===== config.mk =====
export PLATFORM = sky130hd
export DESIGN_NAME = phase_lag_timer
export DESIGN_NICKNAME = d
export VERILOG_FILES = /design/src/rtl/phl_pkg.sv /design/src/rtl/phl_edge_sync.sv /design/src/rtl/phl_period_ctr.sv /design/src/rtl/phl_channel.sv /design/src/rtl/phl_ready.sv /design/src/rtl/phase_lag_timer.sv
export SDC_FILE = /design/constraint.sdc
export NUM_CORES = 1
export LEC_CHECK = 0
export BUFFER_PORTS_ARGS = -buffer_cell sky130_fd_sc_hd__buf_2
export CAP_MARGIN = 20
export CORE_ASPECT_RATIO = 0.7
export CORE_UTILIZATION = 25
export CTS_CLUSTER_SIZE = 30
export DETAILED_ROUTE_END_ITERATION = 7
export GPL_TIMING_DRIVEN = 0
export SLEW_MARGIN = 20
export SYNTH_ARGS = -nofsm -noshare
export SYNTH_HDL_FRONTEND = slang
export SYNTH_SLANG_ARGS = --single-unit

===== constraint.sdc =====
create_clock -name clk -period 1.84 [get_ports clk]
set_input_delay 0.184 -clock clk [delete_from_list [all_inputs] [get_ports clk]]
set_output_delay 0.184 -clock clk [all_outputs]
set_load 0.02 [all_outputs]

===== src/rtl/phl_pkg.sv =====
package phl_pkg;

    localparam int CNT_W       = 12;
    localparam int SYNC_STAGES = 2;
    localparam int NUM_CH      = 2;
    localparam int CH_SIN      = 0;
    localparam int CH_COS      = 1;

    typedef logic [CNT_W-1:0] cnt_t;

    localparam cnt_t CNT_MAX = '1;

    typedef struct packed {
        cnt_t value;
        logic miss;
    } phase_res_t;

    function automatic cnt_t sat_inc(input cnt_t c);
        return (c == CNT_MAX) ? c : c + cnt_t'(1);
    endfunction

endpackage


===== src/rtl/phl_edge_sync.sv =====
module phl_edge_sync #(
    parameter int STAGES = 2
) (
    input  logic clk,
    input  logic rst,
    input  logic din,
    output logic rise_o
);
    logic [STAGES-1:0] sh_q;
    logic              last_q;

    always_ff @(posedge clk) begin
        if (rst) begin
            sh_q   <= '0;
            last_q <= 1'b0;
        end else begin
            sh_q   <= {sh_q[STAGES-2:0], din};
            last_q <= sh_q[STAGES-1];
        end
    end

    assign rise_o = sh_q[STAGES-1] & ~last_q;

    AST_RISE_SINGLE: assert property (@(posedge clk) disable iff (rst)
        rise_o |=> !rise_o);

endmodule


===== src/rtl/phl_period_ctr.sv =====
module phl_period_ctr
    import phl_pkg::*;
(
    input  logic clk,
    input  logic rst,
    input  logic en,
    input  logic ref_rise,
    output cnt_t cnt_o
);
    always_ff @(posedge clk) begin
        if (rst || !en) begin
            cnt_o <= CNT_MAX;
        end else if (ref_rise) begin
            cnt_o <= cnt_t'(1);
        end else begin
            cnt_o <= sat_inc(cnt_o);
        end
    end

    AST_CNT_NO_WRAP: assert property (@(posedge clk) disable iff (rst)
        (en && !ref_rise) |=> (cnt_o >= $past(cnt_o)));

endmodule


===== src/rtl/phl_channel.sv =====
module phl_channel
    import phl_pkg::*;
(
    input  logic       clk,
    input  logic       rst,
    input  logic       en,
    input  logic       ref_rise,
    input  logic       rx_rise,
    input  cnt_t       cnt,
    output phase_res_t res_o,
    output logic       fin_o
);
    logic armed_q;

    assign fin_o = en & armed_q & (ref_rise | rx_rise);

    always_ff @(posedge clk) begin
        if (rst) begin
            armed_q <= 1'b0;
            res_o   <= '0;
        end else if (!en) begin
            armed_q <= 1'b0;
        end else if (ref_rise) begin
            if (armed_q) begin
                res_o.value <= CNT_MAX;
                res_o.miss  <= 1'b1;
            end
            armed_q <= 1'b1;
        end else if (rx_rise && armed_q) begin
            res_o.value <= cnt;
            res_o.miss  <= 1'b0;
            armed_q     <= 1'b0;
        end
    end

    AST_MISS_SATURATED: assert property (@(posedge clk) disable iff (rst)
        res_o.miss |-> (res_o.value == CNT_MAX));

    AST_LATE_RX_IGNORED: assert property (@(posedge clk) disable iff (rst)
        (rx_rise && !armed_q) |=> $stable(res_o));

    AST_REF_WINS: assert property (@(posedge clk) disable iff (rst)
        (en && ref_rise && rx_rise && armed_q) |=> res_o.miss);

endmodule


===== src/rtl/phl_ready.sv =====
module phl_ready
    import phl_pkg::*;
(
    input  logic              clk,
    input  logic              rst,
    input  logic [NUM_CH-1:0] fin_i,
    input  logic              rd_i,
    output logic              ready_o,
    output logic              irq_o
);
    logic [NUM_CH-1:0] done_q;
    logic [NUM_CH-1:0] done_nx;

    assign done_nx = (done_q & ~{NUM_CH{rd_i}}) | fin_i;
    assign ready_o = &done_q;

    always_ff @(posedge clk) begin
        if (rst) begin
            done_q <= '0;
            irq_o  <= 1'b0;
        end else begin
            done_q <= done_nx;
            irq_o  <= (&done_nx) & ~(&done_q);
        end
    end

    AST_IRQ_ONE_CYCLE: assert property (@(posedge clk) disable iff (rst)
        irq_o |=> !irq_o);

    AST_IRQ_WITH_READY: assert property (@(posedge clk) disable iff (rst)
        irq_o |-> ready_o);

    AST_READ_CLEARS: assert property (@(posedge clk) disable iff (rst)
        (rd_i && (fin_i == '0)) |=> !ready_o);

endmodule


===== src/rtl/phase_lag_timer.sv =====
module phase_lag_timer
    import phl_pkg::*;
(
    input  logic             clk,
    input  logic             rst,
    input  logic             en_i,
    input  logic             mod_ref_i,
    input  logic             rx_sin_i,
    input  logic             rx_cos_i,
    input  logic             rd_i,
    output logic [CNT_W-1:0] sin_phase_o,
    output logic [CNT_W-1:0] cos_phase_o,
    output logic             sin_miss_o,
    output logic             cos_miss_o,
    output logic             ready_o,
    output logic             irq_o
);
    localparam int IDX_REF = 0;
    localparam int N_IN    = NUM_CH + 1;

    logic [N_IN-1:0]   raw;
    logic [N_IN-1:0]   rise;
    cnt_t              cnt;
    phase_res_t        res [NUM_CH];
    logic [NUM_CH-1:0] fin;

    assign raw = {rx_cos_i, rx_sin_i, mod_ref_i};

    for (genvar g = 0; g < N_IN; g++) begin : g_sync
        phl_edge_sync #(.STAGES(SYNC_STAGES)) u_sync (
            .clk    (clk),
            .rst    (rst),
            .din    (raw[g]),
            .rise_o (rise[g])
        );
    end

    phl_period_ctr u_ctr (
        .clk      (clk),
        .rst      (rst),
        .en       (en_i),
        .ref_rise (rise[IDX_REF]),
        .cnt_o    (cnt)
    );

    for (genvar c = 0; c < NUM_CH; c++) begin : g_ch
        phl_channel u_ch (
            .clk      (clk),
            .rst      (rst),
            .en       (en_i),
            .ref_rise (rise[IDX_REF]),
            .rx_rise  (rise[c+1]),
            .cnt      (cnt),
            .res_o    (res[c]),
            .fin_o    (fin[c])
        );
    end

    phl_ready u_rdy (
        .clk     (clk),
        .rst     (rst),
        .fin_i   (fin),
        .rd_i    (rd_i),
        .ready_o (ready_o),
        .irq_o   (irq_o)
    );

    assign sin_phase_o = res[CH_SIN].value;
    assign cos_phase_o = res[CH_COS].value;
    assign sin_miss_o  = res[CH_SIN].miss;
    assign cos_miss_o  = res[CH_COS].miss;

    AST_DISABLED_HOLD: assert property (@(posedge clk) disable iff (rst)
        !en_i |=> ($stable(sin_phase_o) && $stable(cos_phase_o)
                   && $stable(sin_miss_o) && $stable(cos_miss_o)));

endmodule


# Word-level counts from Yosys, hierarchy flattened

Cells that the tools add are included.

$add $sub $neg: 1
Eq/ne operators: 4
Mux-type cells: 12
Bitwise logic cells: 18
Reduce and logical (&&, ||, !) cells: 12

Operator list:

| kind                                                   | count |
|---|---|
| two-way mux 13 bit                                     | 6 |
| two-way mux 12 bit                                     | 2 |
| adder 12 x 1 -> 12 bit (second input constant)         | 1 |
| equality test 12 bit (second input constant)           | 1 |
| AND 1 bit                                              | 8 |
| AND reduction 3 bit                                    | 2 |
| inverter 1 bit                                         | 5 |
| two-way mux 1 bit                                      | 4 |
| inequality test 2 x 1 -> 1 bit (second input constant) | 2 |
| AND reduction 2 bit                                    | 2 |
| nonzero test 2 bit                                     | 2 |
| OR reduction 2 bit                                     | 2 |
| AND 2 bit                                              | 1 |
| logical AND 1 bit                                      | 2 |
| inequality test 2 bit (second input constant)          | 1 |
| inverter 2 bit                                         | 1 |
| bitwise OR 1 bit                                       | 2 |
| bitwise OR 2 bit                                       | 1 |
| logical NOT 1 bit                                      | 1 |
| logical OR 1 bit                                       | 1 |

Bits in registers: 52
Input port bits: 7
Output and inout bits: 28
Word-level logic and storage cells: 63

# Logic depth before layout (Yosys ltp)

Gate-level depths: netlist of the first run.

Word-level depth: 7
Gate-level depth with buffers: 5
Gate-level depth less buffers: 5

# Cells and area by module

Synthesis of the first run repeated with hierarchy kept, for this count alone.

Cell total of the unflattened synthesis: 231
Area total of the unflattened synthesis: 2,397.3 µm²

Modules (own cells, without submodules):

| module         | times used | cells each | area an instance (µm²) | seq. area each (µm²) |
|---|---|---|---|---|
| phl_channel    | 2          | 62         | 668.1                  | 280.3 |
| phl_period_ctr | 1          | 72         | 660.6                  | 240.2 |
| phl_edge_sync  | 3          | 7          | 87.6                   | 60.1 |
| phl_ready      | 1          | 14         | 137.6                  | 60.1 |

# Worst setup path after synthesis of the first run

Ideal clock, no wire load.

Kind: reg-to-reg
Start: reg u_ctr.cnt_o[0]
End: reg u_ctr.cnt_o[0]
Library setup time: 138 ps
Arrival: 1,274 ps
Required time: 1,702 ps
Path slack: 428 ps
Cell stages (with the launch flop): 6
Path buffers: 0
Clock period less this slack: 1,412 ps
Cells stage by stage: dfxtp_1 > ha_1 > nand2_2 > nor4_4 > xor2_1 > nand3_1

Longest elaborated chain between the ends: 1
Elaborated cells on any way between the ends: 2
Classes of those cells: add/sub (1); eq/ne (1)

RTL lines:

| what                                                           | RTL line             | text |
|---|---|---|
| from (decl)                                                    | phl_period_ctr.sv:8  | `output cnt_t cnt_o` |
| from (signal assigned)                                         | phl_period_ctr.sv:14 | `cnt_o <= cnt_t'(1);` |
| from (signal assigned)                                         | phl_period_ctr.sv:16 | `cnt_o <= sat_inc(cnt_o);` |
| adder 12 x 1 -> 12 bit or equality test 12 bit (tied branches) | phl_pkg.sv:19        | `return (c == CNT_MAX) ? c : c + cnt_t'(1);` |

Several ways; a longest one is shown, not always the timed one.
A chain may end at the register's enable or synchronous reset.

# Worst setup path after layout of the first run

Start: reg u_ctr.cnt_o[0]
End: reg u_ctr.cnt_o[3]

Longest elaborated chain between the ends: 3
Elaborated cells on any way between the ends: 5
Classes of those cells: add/sub (1); eq/ne (2); mux (2)

RTL lines:

| what                   | RTL line             | text |
|---|---|---|
| adder 12 x 1 -> 12 bit | phl_pkg.sv:19        |  |
| two-way mux 12 bit     | phl_pkg.sv:19        |  |
| two-way mux 12 bit     | phl_period_ctr.sv:13 | `end else if (ref_rise) begin` |

Several ways; a longest one is shown, not always the timed one. The select of a mux whose other input is x is not followed.

==> flow_metrics.tcl, run 1 <==
set metrics [dict create \
    status "completed" \
    syn_area_um2 2020 \
    clock_sink_count 52 \
    final_util 0.318 \
    wire_length_of_the_first_global_routing_pass_mm 8.25 \
    worst_path_maximum_fanout 6 \
    portBuffers 34 \
    wl_per_cell_um 13.6 \
    die-area_um2 8450 \
    tightest_slew_ns 0.556 \
    relSlewSlack 0.630 \
    drt_first_iter_violations 133 \
    vertical_die_dimension_um 77.2 \
    critical_path_required_ns 2.02 \
    antenna_left 0 \
    holdBufCountCts 0 \
    area_fraction_of_the_dominant_cell_type_after_synthesis 0.515 \
    grt_antenna_before_repair 0 \
    cts.htree.levels 2 \
    crit_path_end_kind "flip-flop" \
    core_area_um2 7840 \
    clock_tree.root_cell "sky130_fd_sc_hd__clkbuf_16" \
    global_route.usage.met3 0.0476 \
    synth_cells 219 \
    worst_hold_path_type "input port to flip-flop" \
    grt_start_max_net_pins 18 \
    place.detailed.hpwl_mm 3.52 \
    pwr_density_cell_nw_per_um2 1200 \
    synth_nets 227 \
    cts.repair_timing.setup_buffer_count 0 \
    achievable-frequency_ghz 0.612 \
    postLayoutCellArea_um2 2490 \
    deepest_clock_path_buffer_count 2 \
    chipWidth_um 109 \
    fin_crit_ns 1.63 \
    clock_tree_from_tritoncts "done" \
    num-nets-final 268 \
    sum_neg_setup_slack_ns 0 \
    hold_viol 0 \
    global_route.usage.met1 0.189 \
    period_share 0.887 \
    number_of_enable_type_register_cells_in_the_synthesized_netlist 0 \
    num_antenna_cells 0 \
    grt_remaining_overflow 0 \
    synth_area_leaders "sky130_fd_sc_hd__dfxtp_1, sky130_fd_sc_hd__a211oi_1, sky130_fd_sc_hd__nor2_1, sky130_fd_sc_hd__nor2b_1, sky130_fd_sc_hd__nand3_1" \
    slew_violations 0 \
    post_cts_sizing 0 \
    route.detailed.drc 0 \
    vias_in_the_first_global_route 1631 \
    synth_cell_type_count 37 \
    totalPowerFinal_uw 2990 \
    rsz0062_at_grt "no" \
    synthMostInstantiatedCell "sky130_fd_sc_hd__dfxtp_1" \
    ys_dominant_reg_cell "sky130_fd_sc_hd__dfxtp_1" \
    global_route.usage.met2 0.169 \
    netlist.top_cell.by_area "sky130_fd_sc_hd__dfxtp_1" \
    worst_min_delay_path_startpoint "rd_i" \
    global_route_usage_sum 0.126 \
    worstSetupStartpoint "u_ctr.cnt_o[0]$_SDFFE_PP1N_" \
    worst_setup_path_start_kind "flip-flop" \
    crit_arrival_ns 1.82 \
    fin_worst_skew_ns 0.00804 \
    final_setup_vio_count 0 \
    clk_latency_ns 0.29 \
    synth_async_sr_flop_share 0 \
    layout-drive-gt1-share 0.218 \
    boundaryPins 35 \
    synth.yosys.warnings 0 \
    synth-seq-area-share 0.515 \
    placedInstanceArea_um2 2320 \
    row_count 27 \
    maxCapViolCount 0 \
    number_of_synthesized_register_bits 52 \
    timing_worst_setup_path_type "flip-flop to flip-flop" \
    detailedRoute.firstPassIterationCount 4 \
    finalWirelength_mm 4.93 \
    worst_ir_drop_vdd_v 0.000595 \
    floorplan.initialDensity 0.258 \
    routed_via_density 4.69 \
    avgSynthCellArea_um2 9.23 \
    cts.clk_slew.worst_paths_ns 0.07 \
    reg2reg_from "u_ctr.cnt_o[0]$_SDFFE_PP1N_" \
    hold_slack_ns 0.0950 \
    cellLeakagePower_uw 0.00102 \
    grt.busiest_layer "met1" \
    area.growth.synth_to_final_pct 23.2 \
    post_synth_most_frequent_cells "sky130_fd_sc_hd__dfxtp_1, sky130_fd_sc_hd__nor2_1, sky130_fd_sc_hd__a211oi_1" \
    place_congestion 0.808 \
    vias 1698 \
    cts-buffers-inserted 5 \
]
[kinds of logic after synthesis]
group,synth area share
simple gates,0.234
fa+ha+maj,0.00619
flops,0.515
compound gates,0.201
mux,0.00495
buf+inv,0.0341
xor+xnor,0.00434
[layer usage]
layer / wire length, um / vias to the layer above
li1: - / 858
met1: 2750 / 797
met2: 1860 / 39
met3: 288 / 4
met4: 25 / 0
met5: 0 / -
[critical path, stage by stage, from the launching register on]
cell and delay (ns):
sky130_fd_sc_hd__dfxtp_1 0.39, sky130_fd_sc_hd__ha_1 0.23, sky130_fd_sc_hd__nand2_2 0.13, sky130_fd_sc_hd__nor4_4 0.43, sky130_fd_sc_hd__nand3_1 0.19, sky130_fd_sc_hd__o311ai_0 0.15
[power by group]
group	total (uW)	internal (uW)	switching, uW	leakage, uW
registers	1270	1190	77.3	0.000422
logic	643	255	387	0.000516
clock network	1080	647	432	0.0000804
[layout make-up]
cell class | count | area, um2
clock buffers | 5 | 125
multi-input cells | 152 | 911
fillers | 850 | 5350
inverters | 2 | 7.51
well taps | 101 | 126
repair buffers | 34 | 170
clock inverters | 3 | 46.3
flip-flops and latches | 52 | 1040
plain buffers | 13 | 61.3
[flip-flops by register name, indices dropped and copies added, names as in the netlist]
name / count
g_ch.u_ch.armed_q: 2
u_rdy.irq_o: 1
g_ch.u_ch.res_o: 26
g_sync.u_sync.last_q: 3
u_ctr.cnt_o: 12
u_rdy.done_q: 2
g_sync.u_sync.sh_q: 6
[cell usage in the layout (no fill, tap or decap), drive strengths merged, types with 2 or more instances in the layout]
cell / synthesis / layout
clkbuf: 8 / 13
a31oi: 4 / 4
o211ai: 3 / 3
nor2b: 14 / 14
nand4: 2 / 2
buf: 5 / 39
o21ai: 7 / 7
nand2b: 6 / 6
nand3: 11 / 11
nor2: 45 / 45
dfxtp: 52 / 52
a21oi: 8 / 8
o31ai: 3 / 3
a211oi: 24 / 24
nor3: 3 / 3
o311ai: 3 / 3
nand2: 9 / 9
inv: 2 / 3
[final timing paths]
| check | end | slack [ns] | cells past startpoint |
|---|---|---|---|
| worst max-delay path | u_ctr.cnt_o[3]$_SDFFE_PP1P_ | 0.21 | 5 |
| worst max register to register | u_ctr.cnt_o[3]$_SDFFE_PP1P_ | 0.21 | 5 |
| worst min register to register | g_sync[0].u_sync.sh_q[1]$_SDFF_PP0_ | 0.46 | 1 |
| worst min-delay path | u_rdy.irq_o$_SDFF_PP0_ | 0.1 | 2 |
[through the flow]
stage | setup WS [ns] | instances
4_1_cts | 0.212 | 362
6_report | 0.207 | 362
3_5_place_dp | 0.247 | 354
2_1_floorplan | 0.428 | 219
5_1_grt | 0.0699 | 362
3_3_place_gp | 0.269 | 354
Note: power is estimated with default switching activity, not from simulation.
==> inputs of run 2 (changes only) <==
--- a/config.mk
+++ b/config.mk
@@ -15,4 +15,5 @@
 export SLEW_MARGIN = 20
 export SYNTH_ARGS = -nofsm -noshare
 export SYNTH_HDL_FRONTEND = slang
+export SYNTH_HIERARCHICAL = 1
 export SYNTH_SLANG_ARGS = --single-unit
==> run 2 against run 1 <==
Count of clock-buffer cells in the layout increased by 3. Synthesized area is 19% higher. Design area is 16% higher. Combinational power rose by 25%. First-iteration DRC count down 38%. Via count is 4.2% higher. Sequential power grew 7%. Flip-flop and latch count is the same. Die area rose by 18%. Critical endpoint is now u_ctr/cnt_o[1]$_SDFFE_PP1P_.
==> flow_metrics.tcl, run 2 <==
set metrics [dict create \
    internal-power_uw 2090 \
    cts.htree.levels 2 \
    cts.clk_slew.worst_paths_ns 0.06 \
    global_route.usage.met1 0.170 \
    finalWirelength_mm 5.50 \
    flip_flop_count_of_the_largest_register_all_copies_and_words_added 26 \
    worst_min_delay_path_startpoint "mod_ref_i" \
    wire_length_of_the_first_global_routing_pass_mm 9.00 \
    chipWidth_um 119 \
    grt_start_max_net_pins 30 \
    number_of_synthesized_register_bits 52 \
    synth_cell_type_count 41 \
    clock_tree_from_tritoncts "done" \
    crit_arrival_ns 1.85 \
    floorplan.initialDensity 0.261 \
    vertical_die_dimension_um 83.9 \
    min_to "g_sync[0].u_sync/sh_q[0]$_SDFF_PP0_" \
    slew_violations 0 \
    path_cells "ha_1 -> nand4_4 -> nor3_4 -> mux2i_1 -> o21ai_1" \
    crit_path_end_kind "flip-flop" \
    period_share 0.916 \
    detailedRoute.firstPassIterationCount 4 \
    sum_neg_setup_slack_ns 0 \
    worst_hold_path_type "input port to flip-flop" \
    routed_via_density 4.44 \
    status "completed" \
    power_share_of_the_combinational_group 0.257 \
    clockPowerShare 0.304 \
    synth_cells 231 \
    achievable-frequency_ghz 0.593 \
    grt_antenna_before_repair 0 \
    syn_area_um2 2400 \
    fin_crit_ns 1.69 \
    r2r-end "u_ctr/cnt_o[1]$_SDFFE_PP1P_" \
    synth_nets 239 \
    place.detailed.hpwl_mm 3.77 \
    multi_input_comb_area_um2 1260 \
    vias_in_the_first_global_route 1728 \
    cellLeakagePower_uw 0.00140 \
    dpl.cell_count 389 \
    fin_worst_skew_ns 0.00365 \
    clock_tree.root_cell "sky130_fd_sc_hd__clkbuf_16" \
    pwr-share-seq 0.438 \
    boundaryPins 35 \
    hold_slack_ns 0.0926 \
    grt.busiest_layer "met1" \
    timing_worst_setup_path_type "flip-flop to flip-flop" \
    antenna_left 0 \
    deepest_clock_path_buffer_count 2 \
    synth_async_sr_flop_share 0 \
    place_congestion 0.825 \
    timing.reg2reg.setup_slack_ns 0.15 \
    num-nets-final 281 \
    wl_per_cell_um 13.8 \
    post_synth_most_frequent_cells "sky130_fd_sc_hd__dfxtp_1, sky130_fd_sc_hd__mux2i_1, sky130_fd_sc_hd__nand2b_1, sky130_fd_sc_hd__o21bai_1, sky130_fd_sc_hd__nor2b_1" \
    global_route.usage.met3 0.0383 \
    number_of_enable_type_register_cells_in_the_synthesized_netlist 0 \
    fin_cells 398 \
    route.detailed.drc 0 \
    cts.repair_timing.setup_buffer_count 0 \
    n_fill_cell 975 \
    worst_ir_drop_vdd_v 0.000358 \
    most-common-layout-cells "sky130_fd_sc_hd__dfxtp_1, sky130_fd_sc_hd__buf_2, sky130_fd_sc_hd__mux2i_1" \
    global_route.usage.met2 0.155 \
    global_route_usage_sum 0.117 \
    pre_cts_slack_ns -0.220 \
    final_critical_path_setup_slack_ns 0.155 \
    synth.yosys.warnings 6 \
    relSlewSlack 0.665 \
    maxCapViolCount 0 \
    core_area_um2 9180 \
    total_net_switching_power_uw 1020 \
    netlist.top_cell.by_area "sky130_fd_sc_hd__dfxtp_1" \
    critical-path-max-stage-delay_ns 0.48 \
    area.growth.synth_to_final_pct 20.3 \
    synth_area_leaders "sky130_fd_sc_hd__dfxtp_1, sky130_fd_sc_hd__mux2i_1, sky130_fd_sc_hd__o21bai_1, sky130_fd_sc_hd__nand2b_1, sky130_fd_sc_hd__nor2b_1" \
    ys_dominant_reg_cell "sky130_fd_sc_hd__dfxtp_1" \
    worst_setup_path_start_kind "flip-flop" \
    area_fraction_of_the_dominant_cell_type_after_synthesis 0.434 \
    final_setup_vio_count 0 \
    r2r_cells 5 \
    num_antenna_cells 0 \
    rsz0062_at_grt "no" \
    synth-seq-area-share 0.434 \
    layout.cells.most_common "sky130_fd_sc_hd__dfxtp_1" \
    die-area_um2 9990 \
    reg2reg_from "u_ctr/cnt_o[1]$_SDFFE_PP1P_" \
    largest_registers "g_ch.u_ch/res_o: 26 flops, u_ctr/cnt_o: 12 flops, g_sync.u_sync/sh_q: 6 flops" \
    hold_viol 0 \
    worst_path_maximum_fanout 6 \
    avgSynthCellArea_um2 10.4 \
    pwr_density_cell_nw_per_um2 1080 \
    timing.hold.worst_path_depth 2 \
    holdBufCountCts 0 \
    vias 1769 \
    cpMaxStageDelayCell "sky130_fd_sc_hd__dfxtp_1" \
    synthMostInstantiatedCell "sky130_fd_sc_hd__dfxtp_1" \
    layout-drive-gt1-share 0.252 \
    seq_area_um2 1040 \
    clk_latency_ns 0.29 \
    cts-buffers-inserted 5 \
    row_count 29 \
    clock_sink_count 52 \
    p_sw_frac 0.329 \
    critical_path_required_ns 2.00 \
    grt_remaining_overflow 0 \
    drt_first_iter_violations 82 \
    register_with_the_most_flip_flops "g_ch.u_ch/res_o" \
    portBuffers 34 \
    tightest_slew_ns 0.503 \
]
[run 2: cell types whose count changed in the layout (fill, tap and decap cells not counted), sizes merged, moves of 6 or more]
| cell | previous run | this run |
|---|---|---|
| nor2 | 45 | 9 |
| mux2i | 1 | 28 |
| a211oi | 24 | 0 |
| o21bai | 0 | 24 |
| nand2b | 6 | 24 |
| a21oi | 8 | 1 |
| inv | 3 | 9 |
[run 2: kinds of logic (layout without fill, tap and decap cells)]
kind of cell,after synthesis,count (layout),synth area share
muxes,28,28,0.117
AOI/OAI and AO/OA,55,55,0.178
adders and majority gates,1,1,0.00522
xor gates and xnor gates,1,1,0.00365
and+or+nand+nor,75,76,0.216
DFF,52,52,0.434
buffers and inverters,19,61,0.0459
[run 2: power by group through the flow]
stage | Combinational [uW] | Clock [uW] | Sequential, uW
3_5_place_dp | 787 | 0 | 1380
6_report | 801 | 946 | 1360
4_1_cts | 793 | 985 | 1360
3_3_place_gp | 762 | 0 | 1380
2_1_floorplan | 638 | 0 | 1330
5_1_grt | 894 | 1030 | 1370
[run 2: timing repair]
item | in CTS | in global routing
resized for setup | 1 | 0
gates cloned | 0 | 1
endpoints found under the setup margin | 4 | 2
[run 2: worst max path at each step]
stage / cells after the start / end / start / slack [ns]
CTS: 5 / u_ctr/cnt_o[5]$_SDFFE_PP1P_ / g_sync[0].u_sync/sh_q[1]$_SDFF_PP0_ / 0.12
floorplan: 5 / u_ctr/cnt_o[5]$_SDFFE_PP1P_ / g_sync[0].u_sync/sh_q[1]$_SDFF_PP0_ / 0.18
detailed placement: 5 / u_ctr/cnt_o[5]$_SDFFE_PP1P_ / g_sync[0].u_sync/sh_q[1]$_SDFF_PP0_ / -0.22
finish: 5 / u_ctr/cnt_o[1]$_SDFFE_PP1P_ / u_ctr/cnt_o[1]$_SDFFE_PP1P_ / 0.15
global route: 5 / u_ctr/cnt_o[1]$_SDFFE_PP1P_ / u_ctr/cnt_o[0]$_SDFFE_PP1N_ / 0.01
global placement: 5 / u_ctr/cnt_o[5]$_SDFFE_PP1P_ / g_sync[0].u_sync/sh_q[1]$_SDFF_PP0_ / -0.15
[run 2: cell type report]
| cell class | instances | share of cell area |
|---|---|---|
| Multi-Input combinational cell | 161 | 0.437 |
| Timing Repair Buffer | 34 | 0.0590 |
| Sequential cell | 52 | 0.361 |
| Clock buffer | 8 | 0.0508 |
| Buffer | 10 | 0.0265 |
| Inverter | 9 | 0.0117 |
| Tap cell | 124 | 0.0538 |
[run 2: through the flow]
stage / total power (uW) / util / instance area [um2]
6_report: 3110 / 0.314 / 2880
4_1_cts: 3140 / 0.313 / 2870
3_5_place_dp: 2170 / 0.297 / 2720
5_1_grt: 3300 / 0.314 / 2880
2_1_floorplan: 1970 / - / 2400
3_3_place_gp: 2140 / 0.297 / 2720
[run 2: per-layer routing]
| metal | vias to the layer above | part of all wire |
|---|---|---|
| met5 | - | 0 |
| met1 | 808 | 0.54 |
| li1 | 908 | - |
| met2 | 45 | 0.39 |
| met3 | 8 | 0.054 |
| met4 | 0 | 0.015 |
[run 2: worst max-delay path, delay by kind of cell, from the launching register on]
kind / cells / cell delay (ns)
compound gates: 1 / 0.07
flops: 1 / 0.48
mux: 1 / 0.22
fa+ha+maj: 1 / 0.33
simple gates: 2 / 0.46
